===== src/rtl/ramc_regs_pkg.sv =====
package ramc_regs_pkg;

  localparam int unsigned BUS_W  = 32;
  localparam int unsigned CODE_W = 4;

  // byte offsets of the mapped words
  localparam int unsigned OFS_ERRCTL  = 'h00;
  localparam int unsigned OFS_STATUS  = 'h04;
  localparam int unsigned OFS_MASK    = 'h08;
  localparam int unsigned OFS_UNMASK  = 'h0C;
  localparam int unsigned OFS_MASKSET = 'h10;
  localparam int unsigned OFS_INFO    = 'h14;

  typedef enum logic [2:0] {
    RSEL_NONE,
    RSEL_ERRCTL,
    RSEL_STATUS,
    RSEL_MASK,
    RSEL_UNMASK,
    RSEL_MASKSET,
    RSEL_INFO
  } rsel_e;

  localparam logic [CODE_W-1:0] CODE_BAD = '1;

  // RAM size in KiB -> information code; CODE_BAD for unsupported sizes
  function automatic logic [CODE_W-1:0] size_code(input int unsigned kib);
    case (kib)
      64:      return 4'd0;
      128:     return 4'd1;
      256:     return 4'd2;
      512:     return 4'd3;
      1024:    return 4'd4;
      default: return CODE_BAD;
    endcase
  endfunction

endpackage


===== src/rtl/ramc_reg_decode.sv =====
module ramc_reg_decode
  import ramc_regs_pkg::*;
#(
  parameter int unsigned ADDR_W = 8
) (
  input  logic [ADDR_W-1:0] addr,
  output rsel_e             sel
);

  logic aligned;
  assign aligned = (addr[1:0] == 2'b00);

  always_comb begin
    sel = RSEL_NONE;
    if (aligned) begin
      if      (addr == ADDR_W'(OFS_ERRCTL))  sel = RSEL_ERRCTL;
      else if (addr == ADDR_W'(OFS_STATUS))  sel = RSEL_STATUS;
      else if (addr == ADDR_W'(OFS_MASK))    sel = RSEL_MASK;
      else if (addr == ADDR_W'(OFS_UNMASK))  sel = RSEL_UNMASK;
      else if (addr == ADDR_W'(OFS_MASKSET)) sel = RSEL_MASKSET;
      else if (addr == ADDR_W'(OFS_INFO))    sel = RSEL_INFO;
    end
  end

endmodule


===== src/rtl/ramc_irq_core.sv =====
module ramc_irq_core #(
  parameter int unsigned NSRC = 11
) (
  input  logic            clk,
  input  logic            rst_n,
  input  logic [NSRC-1:0] evt,
  input  logic [NSRC-1:0] wdata,
  input  logic            wr_clr,
  input  logic            wr_unmask,
  input  logic            wr_maskset,
  output logic [NSRC-1:0] status_q,
  output logic [NSRC-1:0] mask_q,
  output logic            irq_q
);

  localparam logic [NSRC-1:0] MASK_RST = '1;

  // one sticky source: an event has priority over a clear in the same cycle
  function automatic logic src_next(input logic cur, input logic ev, input logic clr);
    return ev | (cur & ~clr);
  endfunction

  function automatic logic [NSRC-1:0] mask_next(input logic [NSRC-1:0] cur,
                                                input logic [NSRC-1:0] setb,
                                                input logic [NSRC-1:0] clrb);
    return (cur & ~clrb) | setb;
  endfunction

  function automatic logic pending(input logic [NSRC-1:0] st, input logic [NSRC-1:0] mk);
    return |(st & ~mk);
  endfunction

  logic [NSRC-1:0] clr_bits;
  logic [NSRC-1:0] mset_bits;
  logic [NSRC-1:0] mclr_bits;

  assign clr_bits  = wr_clr     ? wdata : '0;
  assign mset_bits = wr_maskset ? wdata : '0;
  assign mclr_bits = wr_unmask  ? wdata : '0;

  for (genvar i = 0; i < NSRC; i++) begin : g_src
    always_ff @(posedge clk or negedge rst_n) begin
      if (!rst_n) status_q[i] <= 1'b0;
      else        status_q[i] <= src_next(status_q[i], evt[i], clr_bits[i]);
    end
  end

  always_ff @(posedge clk or negedge rst_n) begin
    if (!rst_n) mask_q <= MASK_RST;
    else        mask_q <= mask_next(mask_q, mset_bits, mclr_bits);
  end

  always_ff @(posedge clk or negedge rst_n) begin
    if (!rst_n) irq_q <= 1'b0;
    else        irq_q <= pending(status_q, mask_q);
  end

endmodule


===== src/rtl/ramc_rd_mux.sv =====
module ramc_rd_mux
  import ramc_regs_pkg::*;
#(
  parameter int unsigned NSRC  = 11,
  parameter int unsigned ERR_W = 4
) (
  input  rsel_e              sel,
  input  logic [NSRC-1:0]    status,
  input  logic [NSRC-1:0]    mask,
  input  logic [ERR_W-1:0]   errctl,
  input  logic [CODE_W-1:0]  info,
  output logic [BUS_W-1:0]   rdata
);

  always_comb begin
    case (sel)
      RSEL_ERRCTL: rdata = BUS_W'(errctl);
      RSEL_STATUS: rdata = BUS_W'(status);
      RSEL_MASK:   rdata = BUS_W'(mask);
      RSEL_INFO:   rdata = BUS_W'(info);
      default:     rdata = '0;   // write-only words and unmapped space
    endcase
  end

endmodule


===== src/rtl/ramc_irq_regs.sv =====
module ramc_irq_regs
  import ramc_regs_pkg::*;
#(
  parameter int unsigned ADDR_W  = 8,
  parameter int unsigned NSRC    = 11,
  parameter int unsigned ERR_W   = 4,
  parameter int unsigned RAM_KIB = 1024
) (
  input  logic              clk,
  input  logic              rst_n,
  input  logic [ADDR_W-1:0] reg_addr,
  input  logic              reg_wr,
  input  logic [31:0]       reg_wdata,
  output logic [31:0]       reg_rdata,
  input  logic [NSRC-1:0]   evt_i,
  output logic              irq_o
);

  localparam logic [CODE_W-1:0] SIZE_CODE = size_code(RAM_KIB);
  localparam logic [ERR_W-1:0]  ERR_RST   = '1;

  if (SIZE_CODE == CODE_BAD) begin : g_bad_size
    $error("ramc_irq_regs: RAM_KIB=%0d has no size code", RAM_KIB);
  end
  if (NSRC > BUS_W || ERR_W > BUS_W || ADDR_W < 5) begin : g_bad_width
    $error("ramc_irq_regs: width parameters out of range");
  end

  rsel_e            sel;
  logic             wr_status;
  logic             wr_unmask;
  logic             wr_maskset;
  logic             wr_errctl;
  logic [NSRC-1:0]  status_q;
  logic [NSRC-1:0]  mask_q;
  logic [ERR_W-1:0] errctl_q;

  ramc_reg_decode #(.ADDR_W(ADDR_W)) u_dec (
    .addr (reg_addr),
    .sel  (sel)
  );

  assign wr_status  = reg_wr && (sel == RSEL_STATUS);
  assign wr_unmask  = reg_wr && (sel == RSEL_UNMASK);
  assign wr_maskset = reg_wr && (sel == RSEL_MASKSET);
  assign wr_errctl  = reg_wr && (sel == RSEL_ERRCTL);

  ramc_irq_core #(.NSRC(NSRC)) u_core (
    .clk        (clk),
    .rst_n      (rst_n),
    .evt        (evt_i),
    .wdata      (reg_wdata[NSRC-1:0]),
    .wr_clr     (wr_status),
    .wr_unmask  (wr_unmask),
    .wr_maskset (wr_maskset),
    .status_q   (status_q),
    .mask_q     (mask_q),
    .irq_q      (irq_o)
  );

  always_ff @(posedge clk or negedge rst_n) begin
    if (!rst_n)         errctl_q <= ERR_RST;
    else if (wr_errctl) errctl_q <= reg_wdata[ERR_W-1:0];
  end

  ramc_rd_mux #(.NSRC(NSRC), .ERR_W(ERR_W)) u_rd (
    .sel    (sel),
    .status (status_q),
    .mask   (mask_q),
    .errctl (errctl_q),
    .info   (SIZE_CODE),
    .rdata  (reg_rdata)
  );

endmodule


===== config.mk =====
export PLATFORM = sky130hd
export DESIGN_NAME = ramc_irq_regs
export DESIGN_NICKNAME = d
export VERILOG_FILES = /design/src/rtl/ramc_regs_pkg.sv /design/src/rtl/ramc_reg_decode.sv /design/src/rtl/ramc_irq_core.sv /design/src/rtl/ramc_rd_mux.sv /design/src/rtl/ramc_irq_regs.sv
export SDC_FILE = /design/constraint.sdc
export NUM_CORES = 1
export LEC_CHECK = 0
export ABC_AREA = 1
export BUFFER_PORTS_ARGS = -buffer_cell sky130_fd_sc_hd__buf_2
export CAP_MARGIN = 25
export CORE_MARGIN = 2
export CORE_UTILIZATION = 35
export DETAILED_ROUTE_END_ITERATION = 16
export SYNTH_ARGS = -nofsm -noshare
export SYNTH_HDL_FRONTEND = slang
export SYNTH_HIERARCHICAL = 1
export SYNTH_SLANG_ARGS = --single-unit

===== constraint.sdc =====
create_clock -name clk -period 3.9 [get_ports clk]
set_input_delay 0.585 -clock clk [delete_from_list [all_inputs] [get_ports clk]]
set_output_delay 0.585 -clock clk [all_outputs]
set_load 0.01 [all_outputs]

### After elaboration in Yosys (flattened, before gate mapping)

Index checks and enable logic that the tools add are counted.

* add/sub/neg operators: 0
* bitwise logic cells: 38
* divide/modulo/power cells: 0
* $mul: 0
* shifts and indexed selects: 0
* eq/ne operators: 11
* multiplexer cells: 11
* reduce and logical (&&, ||, !) cells: 7
* magnitude comparators: 0

Operators by type and width (number)
* $pmux W11 S4: 1
* $mux W11: 3
* $and A11 B11 Y11: 2
* $not A11 Y11: 2
* $mux W3: 7
* $eq A8 B4 Y1 const B: 2
* $eq A8 B5 Y1 const B: 2
* $and A1 B1 Y1: 11
* $not A1 Y1: 11
* $or A1 B1 Y1: 11
* $or A11 B11 Y11: 1
* $reduce_or A11 Y1: 1
* $eq A3 B3 Y1 const B: 3
* $eq A8 B3 Y1 const B: 1
* $logic_not A8 Y1: 1
* $eq A3 B2 Y1 const B: 2
* $logic_and A1 B1 Y1: 4
* $eq A3 B1 Y1 const B: 1
* $logic_not A2 Y1: 1

* bits in registers: 27
* memories: 0
* bits in latches: 0
* word-level logic and storage cells: 81
* output and inout port bits: 33
* bits in writable memories: 0
* ROM bits: 0

### Depth between registers and ports, before layout

* word-level depth: 14
* depth in mapped cells: 11
* gate-level depth less buffers: 10

### Modules after synthesis

The synthesis kept the hierarchy.

Modules (own cells, without submodules)
* ramc_irq_core: cells each 114, area an instance 1017.2 µm², times used 1, seq. area each 589.3 µm²
* ramc_rd_mux: cells each 87, area an instance 498.0 µm², times used 1, seq. area each 0.0 µm²
* ramc_irq_regs: cells each 28, area an instance 215.2 µm², times used 1, seq. area each 105.1 µm²
* ramc_reg_decode: cells each 31, area an instance 152.6 µm², times used 1, seq. area each 0.0 µm²

### Worst setup path after synthesis

No wires, ideal clock.

* path kind: input to output
* from: in reg_addr[5]
* to: out reg_rdata[10]
* data required time: 3.315 ns
* stages on the path: 9
* data arrival time: 1.598 ns
* path slack: 1.717 ns
* path buffers: 1
* path through: inv_2 > nand2_1 > nor2_4 > nand2_1 > nand3_1 > buf_6 > inv_2 > nand3_2 > o22ai_1

* elaborated cells on any way between the ends: 18

RTL lines
* from (decl): RTL line ramc_irq_regs.sv:11 `input logic [ADDR_W-1:0] reg_addr,`
* $eq A8 B5 Y1: RTL line ramc_reg_decode.sv:20 `else if (addr == ADDR_W'(OFS_MASKSET)) sel = RSEL_MASKSET;`
* $mux W3: RTL line ramc_reg_decode.sv:20
* $mux W3: RTL line ramc_reg_decode.sv:19 `else if (addr == ADDR_W'(OFS_UNMASK)) sel = RSEL_UNMASK;`
* $mux W3: RTL line ramc_reg_decode.sv:18 `else if (addr == ADDR_W'(OFS_MASK)) sel = RSEL_MASK;`
* $mux W3: RTL line ramc_reg_decode.sv:17 `else if (addr == ADDR_W'(OFS_STATUS)) sel = RSEL_STATUS;`
* $mux W3 *: RTL line ramc_reg_decode.sv:16 `if (addr == ADDR_W'(OFS_ERRCTL)) sel = RSEL_ERRCTL;`
* $mux W3 *: RTL line ramc_reg_decode.sv:15 `if (aligned) begin`
* net sel[0]: RTL line ramc_irq_regs.sv:29 `rsel_e sel;`
* $eq A3 B3 Y1 (tied with other cells): RTL line ramc_rd_mux.sv:16 `case (sel)`
* $pmux W11 S4 *: RTL line ramc_rd_mux.sv:16
* to (decl): RTL line ramc_irq_regs.sv:14 `output logic [31:0] reg_rdata,`

Mark *: on every way through the listed nets, which the timed path passes. The rest lies on a longest branch.

### Worst setup path after layout

* from: in reg_addr[5]
* to: out reg_rdata[7]

Same word-level chain as after synthesis.

==> metrics.md <==
| Metric | Value |
|---|---|
| Final worst-path setup slack | `1.10 ns` |
| Post-CTS Resized | `0` |
| Global router's overall resource usage | `0.130` |
| Total of flip-flops plus latches after synthesis | `27` |
| Clock tree from TritonCTS | `built` |
| Endpoint of the worst register-to-register path | `u_core/irq_q$_DFF_PN0_` |
| Type of the worst setup path | `input port to output port` |
| Floorplan die height | `77.4 um` |
| Sequential share of power | `0.573` |
| CTS H-Tree Depth | `1` |
| Lkg Pwr | `1.10 nW` |
| Proportion of power drawn by the clock network | `0.308` |
| Growth of design area from synthesis to finish | `12.4%` |
| Die X | `77.4 um` |
| Minimum setup slack among reg-to-reg paths | `2.87 ns` |
| Run status | `finished clean` |
| Area of the core region | `5140 um^2` |
| Post-detailed-placement half-perimeter wirelength | `2880 um` |
| Cell accounting for the most synthesized area | `dfstp_2` |
| Highest-delay cell along the critical path | `nand3_1` |
| I/O pin cnt | `87` |
| Tot Pwr | `0.513 mW` |
| Post-synth design cell area | `1880 um^2` |
| PortBufs | `44` |
| Category of the worst setup path capture point | `output port` |
| Hold buffer count at cts | `0` |
| Power share of the combinational group | `0.119` |
| Wire per inst | `10.0 um` |
| Unrepaired setup endpoints after global routing | `no` |
| Setup fix buffers added after clock tree synthesis | `0` |
| Clock sinks | `27` |
| Count of filler cells inserted in the layout | `564` |
| Setup-failing EPs final | `0` |
| Unique masters post-synth | `24` |
| Remaining antenna violation count | `0` |
| Share of final-layout standard cells stronger than drive strength 1 | `0.285` |
| Max frequency | `0.357 GHz` |
| Post-layout nets | `360` |
| Data arrival time of the worst path | `2.21 ns` |
| Share of the clock period used by the worst path after layout | `0.718` |
| Primary FF master, synth | `dfstp_2` |
| Clk Latency, worst-skew pair | `0.27 ns` |
| Initial antenna violation count | `0` |
| Diodes inserted | `0` |
| Global-route wire length before repair | `6440 um` |
| Detailed-route via count | `1595` |
| Site row count | `26` |
| Cell chosen for the clock root | `clkbuf_8` |
| Internal power of the cells | `0.383 mW` |
| Reported net switching power | `0.130 mW` |
| Path type of the worst min-delay path | `input port to async pin` |
| Proportion of synthesized chip area in sequential cells | `0.369` |
| Cts bufs inserted | `3` |
| Largest net degree at the start of global routing | `28` |
| Worst slack, placed | `1.12 ns` |
| Total gr overflow | `0` |
| Portion of synthesized cell area occupied by the leading cell type | `0.209` |
| Leading cell type by number of instances after synthesis | `nand2_1` |
| Async set or reset register ratio after synthesis | `1.00` |
| Launching point of the worst reg2reg path | `u_core/mask_q[6]$_DFF_PN1_` |
| Cell count after synthesis | `260` |
| Max incr delay on CP | `0.39 ns` |
| Final routed DRC violation total | `0` |
| Clock transition at the registers of the reported paths | `0.09 ns` |
| EDFF count, synth | `0` |
| Via density | `4.25` |
| Count of final max-slew check failures | `0` |
| Number of DRC violations after detailed-routing iteration 0 | `85` |
| Cells traversed along the worst timing path | `buf_2 -> inv_2 -> nand2_1 -> nor2_4 -> nand2_1 -> nand3_1 -> inv_2 -> nand3_2 -> o22ai_1 -> buf_2` |
| Top cell types by occurrence after synthesis | `58 x nand2_1, 50 x inv_1, 21 x buf_4` |
| Detailed-routing iteration count for the pre-antenna-repair pass | `6` |
| Clk_skew | `0.00763 ns` |
| Shortest period the worst path allows | `2.80 ns` |
| Die footprint | `5980 um^2` |
| Slew at the pin with the worst max-slew slack | `0.598 ns` |
| Worst-case headroom to the max-slew limit | `0.601` |
| Final Routed Wirelength | `3750 um` |
| Startpoint types | `input port` |
| Setup Total Neg Slack | `0 ns` |
| Vias in the first global route | `1441` |
| Mean instance size in the synthesized netlist | `7.24 um^2` |
| Largest driver fanout on the critical path | `13` |
| Maximum vdd ir drop | `168 uV` |
| Worst reg2reg path depth | `5` |
| Hold Slack | `0.307 ns` |
| Power per unit of standard cell area | `242 nW/um^2` |
| Maximum Capacitance Violations | `0` |
| Top area cells in the synthesized netlist | `dfstp_2 21%, dfrtp_1 16%, nand2_1 12%` |
| Gpl congestion | `0.701` |
| Net switching share of the total power | `0.253` |
| Hold violation total from the final report | `0` |
| Number of warnings reported in the yosys synthesis log | `6` |
| Worst path required time | `3.31 ns` |
| Buffer levels on the longest clock path | `2` |
| Starting density of the core | `0.366` |
## through the flow
stage / cells / cell area (um^2) / utilization
floorplan: 282 / 1970 / -
global placement: 371 / 2070 / 0.403
detailed placement: 371 / 2070 / 0.403
CTS: 375 / 2120 / 0.412
global route: 375 / 2120 / 0.412
finish: 375 / 2120 / 0.412
## cells in the final DEF, fill, tap and decap left out, drive strengths merged
cell,synthesis,final
a21o,10,10
a21oi,1,1
buf,27,46
clkbuf,0,3
clkinv,0,1
conb,3,25
dfrtp,12,12
dfstp,15,15
inv,59,59
nand2,62,62
nand3,10,10
nand4,16,16
nor2,13,13
nor3,2,2
o21ai,22,22
o22ai,7,7
or2,1,1
## sequential cells by signal, summed over array words and instances, names as in the netlist
signal / cells
u_core/mask_q: 11
u_core/status_q: 11
u_core/irq_q: 1
errctl_q: 4
## area by class of cell
type / count / area [um^2] / share of cell area
multi-input combinational: 169 / 831 / 0.393
sequential: 27 / 694 / 0.328
timing repair buffer: 46 / 235 / 0.111
inverter: 59 / 221 / 0.105
tap: 70 / 87.6 / 0.0414
clock buffer: 3 / 41.3 / 0.0195
clock inverter: 1 / 5.00 / 0.00237
## kinds of logic (layout without fill, tap and decap cells)
| group | Yosys count | after routing | synth area share |
|---|---|---|---|
| buf+inv | 86 | 109 | 0.234 |
| other cells | 3 | 25 | 0.00598 |
| flops | 27 | 27 | 0.369 |
| compound gates | 40 | 40 | 0.124 |
| simple gates | 104 | 104 | 0.267 |
## power by group through the flow
stage	registers, mW	clock network (mW)	logic, mW
floorplan	0.298	0	0.0492
global placement	0.299	0	0.0608
CTS	0.294	0.166	0.0617
global route	0.295	0.175	0.0701
finish	0.294	0.158	0.0609
detailed placement	0.299	0	0.0615
## critical path, delay by kind of cell
family                 cells  cell delay [ns]
AOI/OAI and AO/OA          1             0.20
and+or+nand+nor            5             0.83
buffers and inverters      4             0.59
## routing by layer
layer / global-route usage / routed length, um / up-vias
li1: - / - / 853
met1: 0.182 / 1820 / 690
met2: 0.212 / 1680 / 52
met3: 0.0233 / 252 / 0
met4: 0.0268 / 0 / 0
met5: 0 / 0 / -
## worst max path at each step
stage / from / end / slack (ns) / depth (start not counted)
6_report: reg_addr[5] / reg_rdata[7] / 1.10 / 10
5_1_grt: reg_addr[2] / reg_rdata[7] / 0.87 / 10
4_1_cts: reg_addr[4] / reg_rdata[7] / 1.11 / 10
3_5_place_dp: reg_addr[4] / reg_rdata[7] / 1.12 / 10
3_3_place_gp: reg_addr[5] / reg_rdata[7] / 1.11 / 10
2_1_floorplan: reg_addr[5] / reg_rdata[10] / 1.72 / 9
No activity file was read; power rests on OpenSTA's default activity.
